[src/rtl/wdog_pkg.sv]
package wdog_pkg;
  localparam logic [2:0] A_PRE1 = 3'd0;
  localparam logic [2:0] A_PRE2 = 3'd1;
  localparam logic [2:0] A_STAT = 3'd2;
  localparam logic [2:0] A_RLD  = 3'd3;
  localparam logic [2:0] A_CFG  = 3'd4;
  localparam logic [2:0] A_LOCK = 3'd5;
  localparam logic [2:0] A_CNT  = 3'd6;

  localparam logic [7:0] KEY_A = 8'h80;
  localparam logic [7:0] KEY_B = 8'h86;

  localparam int RLD_GO_BIT   = 8;
  localparam int RLD_FLAG_BIT = 9;
  localparam int CFG_FAST_BIT = 2;
  localparam int CFG_BOOT_BIT = 5;

  typedef enum logic [1:0] {
    K_SHUT = 2'd0,
    K_HALF = 2'd1,
    K_OPEN = 2'd2
  } key_state_t;
endpackage

[src/rtl/wdog_key.sv]
module wdog_key
  import wdog_pkg::*;
(
  input  logic       clk,
  input  logic       rst_n,
  input  logic       wr_en,
  input  logic       is_rld,
  input  logic       is_prot,
  input  logic [7:0] wr_byte,
  output logic       grant
);
  key_state_t st_q, st_d;

  always_comb begin
    st_d = st_q;
    unique case (st_q)
      K_SHUT: if (wr_en && is_rld && wr_byte == KEY_A) st_d = K_HALF;
      K_HALF: if (wr_en) st_d = (is_rld && wr_byte == KEY_B) ? K_OPEN : K_SHUT;
      K_OPEN: if (wr_en && is_prot) st_d = K_SHUT;
      default: st_d = K_SHUT;
    endcase
  end

  always_ff @(posedge clk or negedge rst_n) begin
    if (!rst_n) st_q <= K_SHUT;
    else        st_q <= st_d;
  end

  assign grant = (st_q == K_OPEN) && wr_en && is_prot;

  p_one_shot_r1: assert property (@(posedge clk) disable iff (!rst_n)
    grant |=> st_q == K_SHUT);
  p_abort_r2: assert property (@(posedge clk) disable iff (!rst_n)
    (st_q == K_HALF && wr_en && !(is_rld && wr_byte == KEY_B)) |=> st_q == K_SHUT);
  p_shut_r3: assert property (@(posedge clk) disable iff (!rst_n)
    (st_q == K_SHUT && !(wr_en && is_rld && wr_byte == KEY_A)) |=> st_q == K_SHUT);
endmodule

[src/rtl/wdog_tick.sv]
module wdog_tick #(
  parameter int SLOW_LOG2 = 15,
  parameter int FAST_LOG2 = 5
) (
  input  logic clk,
  input  logic rst_n,
  input  logic fast,
  output logic tick
);
  logic [SLOW_LOG2-1:0] pre_q;

  always_ff @(posedge clk or negedge rst_n) begin
    if (!rst_n) pre_q <= '0;
    else        pre_q <= pre_q + 1'b1;
  end

  assign tick = fast ? (&pre_q[FAST_LOG2-1:0]) : (&pre_q);

  p_rate_r9: assert property (@(posedge clk) disable iff (!rst_n)
    (tick && fast && FAST_LOG2 > 0) |=> !tick);
endmodule

[src/rtl/wdog_count.sv]
module wdog_count #(
  parameter int              CW      = 20,
  parameter logic [CW-1:0]   PRE_RST = '1
) (
  input  logic          clk,
  input  logic          rst_n,
  input  logic          en,
  input  logic          tick,
  input  logic          reload,
  input  logic [CW-1:0] pre1,
  input  logic [CW-1:0] pre2,
  output logic [CW-1:0] cnt,
  output logic          stage2,
  output logic          s1_exp,
  output logic          s2_exp
);
  logic step, at_zero;

  assign step    = en && tick && !reload;
  assign at_zero = (cnt == '0);
  assign s1_exp  = step && at_zero && !stage2;
  assign s2_exp  = step && at_zero && stage2;

  always_ff @(posedge clk or negedge rst_n) begin
    if (!rst_n) begin
      cnt    <= PRE_RST;
      stage2 <= 1'b0;
    end else if (reload) begin
      cnt    <= pre1;
      stage2 <= 1'b0;
    end else if (s1_exp) begin
      cnt    <= pre2;
      stage2 <= 1'b1;
    end else if (s2_exp) begin
      cnt    <= pre1;
      stage2 <= 1'b0;
    end else if (step) begin
      cnt    <= cnt - 1'b1;
    end
  end

  p_reload_r4: assert property (@(posedge clk) disable iff (!rst_n)
    reload |=> (cnt == $past(pre1)) && !stage2);
  p_stage_two_r5: assert property (@(posedge clk) disable iff (!rst_n)
    s1_exp |=> stage2 && (cnt == $past(pre2)));
  p_hold_r8: assert property (@(posedge clk) disable iff (!rst_n)
    (!en && !reload) |=> $stable(cnt) && $stable(stage2));
  p_dec_r9: assert property (@(posedge clk) disable iff (!rst_n)
    (step && !at_zero) |=> cnt == $past(cnt) - 1'b1);
endmodule

[src/rtl/keyed_wdog.sv]
module keyed_wdog
  import wdog_pkg::*;
#(
  parameter int            CW        = 20,
  parameter int            SLOW_LOG2 = 15,
  parameter int            FAST_LOG2 = 5,
  parameter logic [CW-1:0] PRE_RST   = '1
) (
  input  logic        clk,
  input  logic        rst_n,
  input  logic        por_n,
  input  logic        wr_en,
  input  logic [2:0]  wr_addr,
  input  logic [31:0] wr_data,
  input  logic [2:0]  rd_addr,
  output logic [31:0] rd_data,
  output logic        irq,
  output logic        rst_req
);
  logic [CW-1:0] pre1_q, pre2_q, cnt;
  logic [1:0]    irq_type_q;
  logic          fast_q, boot_q;
  logic          lock_q, en_q, timer_mode_q;
  logic          pend_q, flag_q, req_q;
  logic          is_rld, is_prot, grant, tick, reload, stage2, s1_exp, s2_exp;
  logic          wr_cfg, wr_lock, wr_stat, flag_clr;
  logic          unused_bits;

  assign unused_bits = ^wr_data;

  assign is_rld  = (wr_addr == A_RLD);
  assign is_prot = (wr_addr == A_PRE1) || (wr_addr == A_PRE2) || is_rld;
  assign wr_cfg  = wr_en && (wr_addr == A_CFG);
  assign wr_lock = wr_en && (wr_addr == A_LOCK);
  assign wr_stat = wr_en && (wr_addr == A_STAT);
  assign reload   = grant && is_rld && wr_data[RLD_GO_BIT];
  assign flag_clr = grant && is_rld && wr_data[RLD_FLAG_BIT];

  wdog_key u_key (
    .clk(clk), .rst_n(rst_n), .wr_en(wr_en), .is_rld(is_rld),
    .is_prot(is_prot), .wr_byte(wr_data[7:0]), .grant(grant)
  );

  wdog_tick #(.SLOW_LOG2(SLOW_LOG2), .FAST_LOG2(FAST_LOG2)) u_tick (
    .clk(clk), .rst_n(rst_n), .fast(fast_q), .tick(tick)
  );

  wdog_count #(.CW(CW), .PRE_RST(PRE_RST)) u_count (
    .clk(clk), .rst_n(rst_n), .en(en_q), .tick(tick), .reload(reload),
    .pre1(pre1_q), .pre2(pre2_q), .cnt(cnt), .stage2(stage2),
    .s1_exp(s1_exp), .s2_exp(s2_exp)
  );

  always_ff @(posedge clk or negedge rst_n) begin
    if (!rst_n) begin
      pre1_q       <= PRE_RST;
      pre2_q       <= PRE_RST;
      irq_type_q   <= 2'b00;
      fast_q       <= 1'b0;
      boot_q       <= 1'b0;
      lock_q       <= 1'b0;
      en_q         <= 1'b0;
      timer_mode_q <= 1'b0;
      pend_q       <= 1'b0;
      req_q        <= 1'b0;
    end else begin
      if (grant && wr_addr == A_PRE1) pre1_q <= wr_data[CW-1:0];
      if (grant && wr_addr == A_PRE2) pre2_q <= wr_data[CW-1:0];
      if (wr_cfg) begin
        irq_type_q <= wr_data[1:0];
        fast_q     <= wr_data[CFG_FAST_BIT];
        boot_q     <= wr_data[CFG_BOOT_BIT];
      end
      if (wr_lock && !lock_q) begin
        lock_q       <= wr_data[0];
        en_q         <= wr_data[1];
        timer_mode_q <= wr_data[2];
      end
      if (s1_exp)                     pend_q <= 1'b1;
      else if (wr_stat && wr_data[0]) pend_q <= 1'b0;
      if (s2_exp && boot_q && !timer_mode_q) req_q <= 1'b1;
    end
  end

  always_ff @(posedge clk or negedge por_n) begin
    if (!por_n)                       flag_q <= 1'b0;
    else if (s2_exp && !timer_mode_q) flag_q <= 1'b1;
    else if (flag_clr)                flag_q <= 1'b0;
  end

  assign irq     = pend_q && en_q && (irq_type_q != 2'b11);
  assign rst_req = req_q;

  always_comb begin
    unique case (rd_addr)
      A_PRE1:  rd_data = 32'(pre1_q);
      A_PRE2:  rd_data = 32'(pre2_q);
      A_STAT:  rd_data = 32'(pend_q);
      A_RLD:   rd_data = 32'({flag_q, 9'b0});
      A_CFG:   rd_data = 32'({boot_q, 2'b00, fast_q, irq_type_q});
      A_LOCK:  rd_data = 32'({timer_mode_q, en_q, lock_q});
      A_CNT:   rd_data = 32'({stage2, cnt});
      default: rd_data = 32'd0;
    endcase
  end

  p_req_hold_r6: assert property (@(posedge clk) disable iff (!rst_n)
    rst_req |=> rst_req);
  p_lock_freeze_r7: assert property (@(posedge clk) disable iff (!rst_n)
    lock_q |=> lock_q && $stable(en_q) && $stable(timer_mode_q));
  p_flag_sticky_r10: assert property (@(posedge clk) disable iff (!por_n)
    (flag_q && !flag_clr) |=> flag_q);
  p_timer_mode_r12: assert property (@(posedge clk) disable iff (!rst_n)
    (timer_mode_q && !rst_req) |=> !rst_req);
endmodule

[config.mk]
export PLATFORM = sky130hd
export DESIGN_NAME = keyed_wdog
export DESIGN_NICKNAME = d
export VERILOG_FILES = /design/src/rtl/wdog_pkg.sv /design/src/rtl/wdog_key.sv /design/src/rtl/wdog_tick.sv /design/src/rtl/wdog_count.sv /design/src/rtl/keyed_wdog.sv
export SDC_FILE = /design/constraint.sdc
export NUM_CORES = 1
export LEC_CHECK = 0
export ABC_AREA = 0
export BUFFER_PORTS_ARGS = -buffer_cell sky130_fd_sc_hd__buf_2
export CAP_MARGIN = 20
export CELL_PAD_IN_SITES_DETAIL_PLACEMENT = 1
export CELL_PAD_IN_SITES_GLOBAL_PLACEMENT = 2
export CORE_MARGIN = 2
export CORE_UTILIZATION = 40
export DETAILED_ROUTE_END_ITERATION = 8
export HOLD_SLACK_MARGIN = 0.08
export PLACE_DENSITY = 0.91
export RECOVER_POWER = 100
export SLEW_MARGIN = 20
export SYNTH_ARGS = -nofsm -noshare
export SYNTH_HDL_FRONTEND = slang
export SYNTH_SLANG_ARGS = --single-unit
[constraint.sdc]
create_clock -name clk -period 3.91 [get_ports clk]
set_clock_uncertainty 0.2 [all_clocks]
set_input_delay 0.9775 -clock clk [delete_from_list [all_inputs] [get_ports clk]]
set_output_delay 0.9775 -clock clk [all_outputs]
set_load 0.05 [all_outputs]
==> summary.md <==
| Metric | Value |
|---|---|
| Synth unique cells | `69` |
| Vias in the first global route | `4490` |
| Count leader, synth | `dfstp_2` |
| First-pass GRT wire length | `23800 µm` |
| YS warnings | `0` |
| Crit path capture type | `output pin` |
| Leakage power | `0.00251 µW` |
| RSZ-0062 raised after global routing | `no` |
| Yosys top cell by area | `dfstp_2` |
| Flops & latches, synth | `88` |
| Area Overhead vs Synth | `11.5%` |
| GRT Total Usage | `21.5%` |
| Yosys top cell area share | `30.3%` |
| PD cells | `485 nW/µm²` |
| Hold violation count in the final report | `0` |
| Post-CTS Hold Buffers | `0` |
| Max Slew Vio Count | `61` |
| Nets@finish | `599` |
| Initial Utilization | `41.1%` |
| Max-slew headroom | `-6.19%` |
| Clock sink count | `88` |
| Largest net degree at the start of global routing | `61` |
| Mux cell area share after synthesis | `16.2%` |
| Worst setup margin | `0.313 ns` |
| Place WS | `0.379 ns` |
| Initial antenna violation count | `0` |
| Final Setup Violations | `0` |
| Synth Area in Adders | `0.960%` |
| DRT Pass-1 Iters | `4` |
| Sw Ratio | `34.8%` |
| Worst-Skew Late Latency | `0.35 ns` |
| Synth async-reset ratio | `100%` |
| Final cell count without fillers | `730` |
| Worst Tran Pin Value | `1.59 ns` |
| TritonCTS buffer count | `9` |
| Tmin final | `3.60 ns` |
| Via/cell ratio | `5.75` |
| Placed insts | `714` |
| Comb power frac | `26.3%` |
| Share of layout cells above drive strength 1 | `33.7%` |
| Sequential area share after synthesis | `43.7%` |
| Mean area per synthesized cell | `10.1 µm²` |
| DR WL/cell | `19.7 µm` |
| Post-Synthesis Cells | `514` |
| Die extent in x | `118 µm` |
| Crit path DAT | `2.42 ns` |
| Failing checks | `capacitance limit, slew limit` |
| DRT antenna net count | `0` |
| Kind of critical path | `in -> out` |
| CTS max path bufs | `2` |
| Fmax | `0.278 GHz` |
| # fillers | `1454` |
| Core ar. | `12700 µm²` |
| Most common flop cell mapped by yosys | `dfstp_2` |
| Synth cell count leaders | `dfstp_2, nand2_1, mux2_2` |
| Clock power share | `30.0%` |
| Largest family of logic cells by synthesized area | `simple AND/OR/NAND/NOR gates` |
| Status | `complete, but fails checks` |
| Worst Path Required | `2.73 ns` |
| Boundary pin count | `76` |
| Reg clk slew, reported paths | `0.06 ns` |
| Peak supply drop | `0.291 mV` |
| NetSw | `980 µW` |
| Sequential share of power | `43.7%` |
| Residual DRC | `0` |
| Row count | `41` |
| Mapped Area | `5210 µm²` |
| Max-cap violation count | `2` |
| I/O Buffers | `52` |
| Critical path startpoint category | `input port` |
| Die Ht | `118 µm` |
| Internal | `1840 µW` |
| Hold/Removal Path Class | `in -> async` |
| Diodes inserted | `0` |
| Setup TNS | `0 ns` |
| GR Overflow Total | `0` |
| RePlAce Congestion | `0.799` |
| Hpwl dp | `9920 µm` |
| Post-synthesis compound-gate area fraction | `12.7%` |
| Routed via count | `4194` |
| EDFF count, synth | `0` |
| DRT iter0 DRCs | `218` |
| Synth Area in XOR/XNOR | `4.54%` |
| Postcts setup bufs | `0` |
| CTS tree | `built` |
| H-tree level count | `3` |
| Top post-synthesis cells by area | `dfstp_2, dfrtp_1, mux2_2` |
| Critical path fanouts, max | `17` |
| DRT Wirelength | `14400 µm` |
| Clk Tree Root Cell | `clkbuf_16` |
| Die Footprint | `14000 µm²` |
| Post-CTS Resized | `0` |
| Simple-Gate Fraction of Synth Area | `16.4%` |
| Hold WS | `0.192 ns` |
| Final cycle utilization of the critical path | `92.0%` |
==> logic make-up after synthesis <==
group                    count (synthesis)
other                                    1
flip-flops                              88
multiplexers                            76
adder cells (fa/ha/maj)                  4
buffers and inverters                   55
AO/OA/AOI/OAI                          103
AND/OR/NAND/NOR                        160
XOR/XNOR                                27
==> through the flow <==
step | total power (µW) | cell area (µm²) | utilization (%)
4_1_cts | 2850 | 5850 | 46.2
3_5_place_dp | 1990 | 5560 | 43.9
5_1_grt | 2970 | 5810 | 45.8
2_1_floorplan | 1780 | 5250 | -
6_report | 2820 | 5810 | 45.8
3_3_place_gp | 1950 | 5560 | 43.9
==> path summary, 6_finish.rpt <==
kind | from | end | slack (ns) | depth (start not counted)
hold reg to reg | u_tick.pre_q[10] | u_tick.pre_q[10] | 0.26 | 1
setup / recovery | rd_addr[2] | rd_data[5] | 0.31 | 6
min in group clk | u_tick.pre_q[10] | u_tick.pre_q[10] | 0.26 | 1
hold / removal | por_n | flag_q | 0.19 | 1
setup reg to reg | u_count.cnt[4] | u_count.cnt[4] | 0.61 | 5
max in group asynchronous | rst_n | pre2_q[13] | 0.90 | 2
==> power by group through the flow <==
stage	combinational (µW)	sequential (µW)	clock (µW)
after detailed placement	740	1250	0
after floorplan	613	1170	0
after global placement	710	1240	0
after CTS	748	1240	863
after global routing	825	1250	903
final	741	1230	845
==> sequential cells by signal, summed over array words and instances, names as in the netlist <==
name / count
pre1_q: 20
pre2_q: 20
u_count.cnt: 20
u_tick.pre_q: 15
irq_type_q: 2
u_key.st_q: 2
boot_q: 1
en_q: 1
fast_q: 1
flag_q: 1
lock_q: 1
pend_q: 1
rst_req: 1
timer_mode_q: 1
u_count.stage2: 1
==> layout make-up <==
class	count	area (µm²)	share of cell area, %
repair buffers	63	320	5.51
clock inverters	2	12.5	0.215
multi-input cells	381	2670	46.0
well taps	172	215	3.70
clock buffers	14	274	4.72
inverters	10	37.5	0.646
flip-flops and latches	88	2280	39.2
==> placed cells by master, fill, tap and decap left out, types with 7 or more instances in the layout <==
master / Yosys / layout
inv_1: 10 / 10
conb_1: 1 / 11
a21oi_1: 22 / 22
dfstp_2: 60 / 59
nand4_1: 7 / 7
xor2_1: 12 / 12
and3_1: 7 / 7
clkbuf_16: 0 / 9
o21ai_0: 30 / 14
xnor2_1: 15 / 15
nor2_1: 29 / 30
dfrtp_1: 28 / 28
clkbuf_2: 1 / 19
nand2_1: 53 / 53
nor4_1: 7 / 7
mux2_2: 45 / 45
mux2i_1: 29 / 29
a211oi_1: 8 / 8
clkbuf_1: 19 / 12
buf_4: 14 / 7
o21ai_1: 1 / 17
buf_2: 6 / 27
nand3_1: 18 / 18
==> metal layers <==
metal | share of wire (%) | GRT usage [%] | up-vias
met4 | 2.1 | 7.15 | 0
met2 | 50 | 36.7 | 70
met5 | 0 | 0 | -
met1 | 45 | 27.7 | 2186
met3 | 2.9 | 3.57 | 24
li1 | - | - | 1914
==> critical path, cell delays in order <==
cell,delay [ns]
clkbuf_1,0.45
and3b_1,0.25
buf_4,0.25
nand2_1,0.08
o21ai_0,0.09
clkbuf_2,0.31
Power figures use the tool's default switching activity.
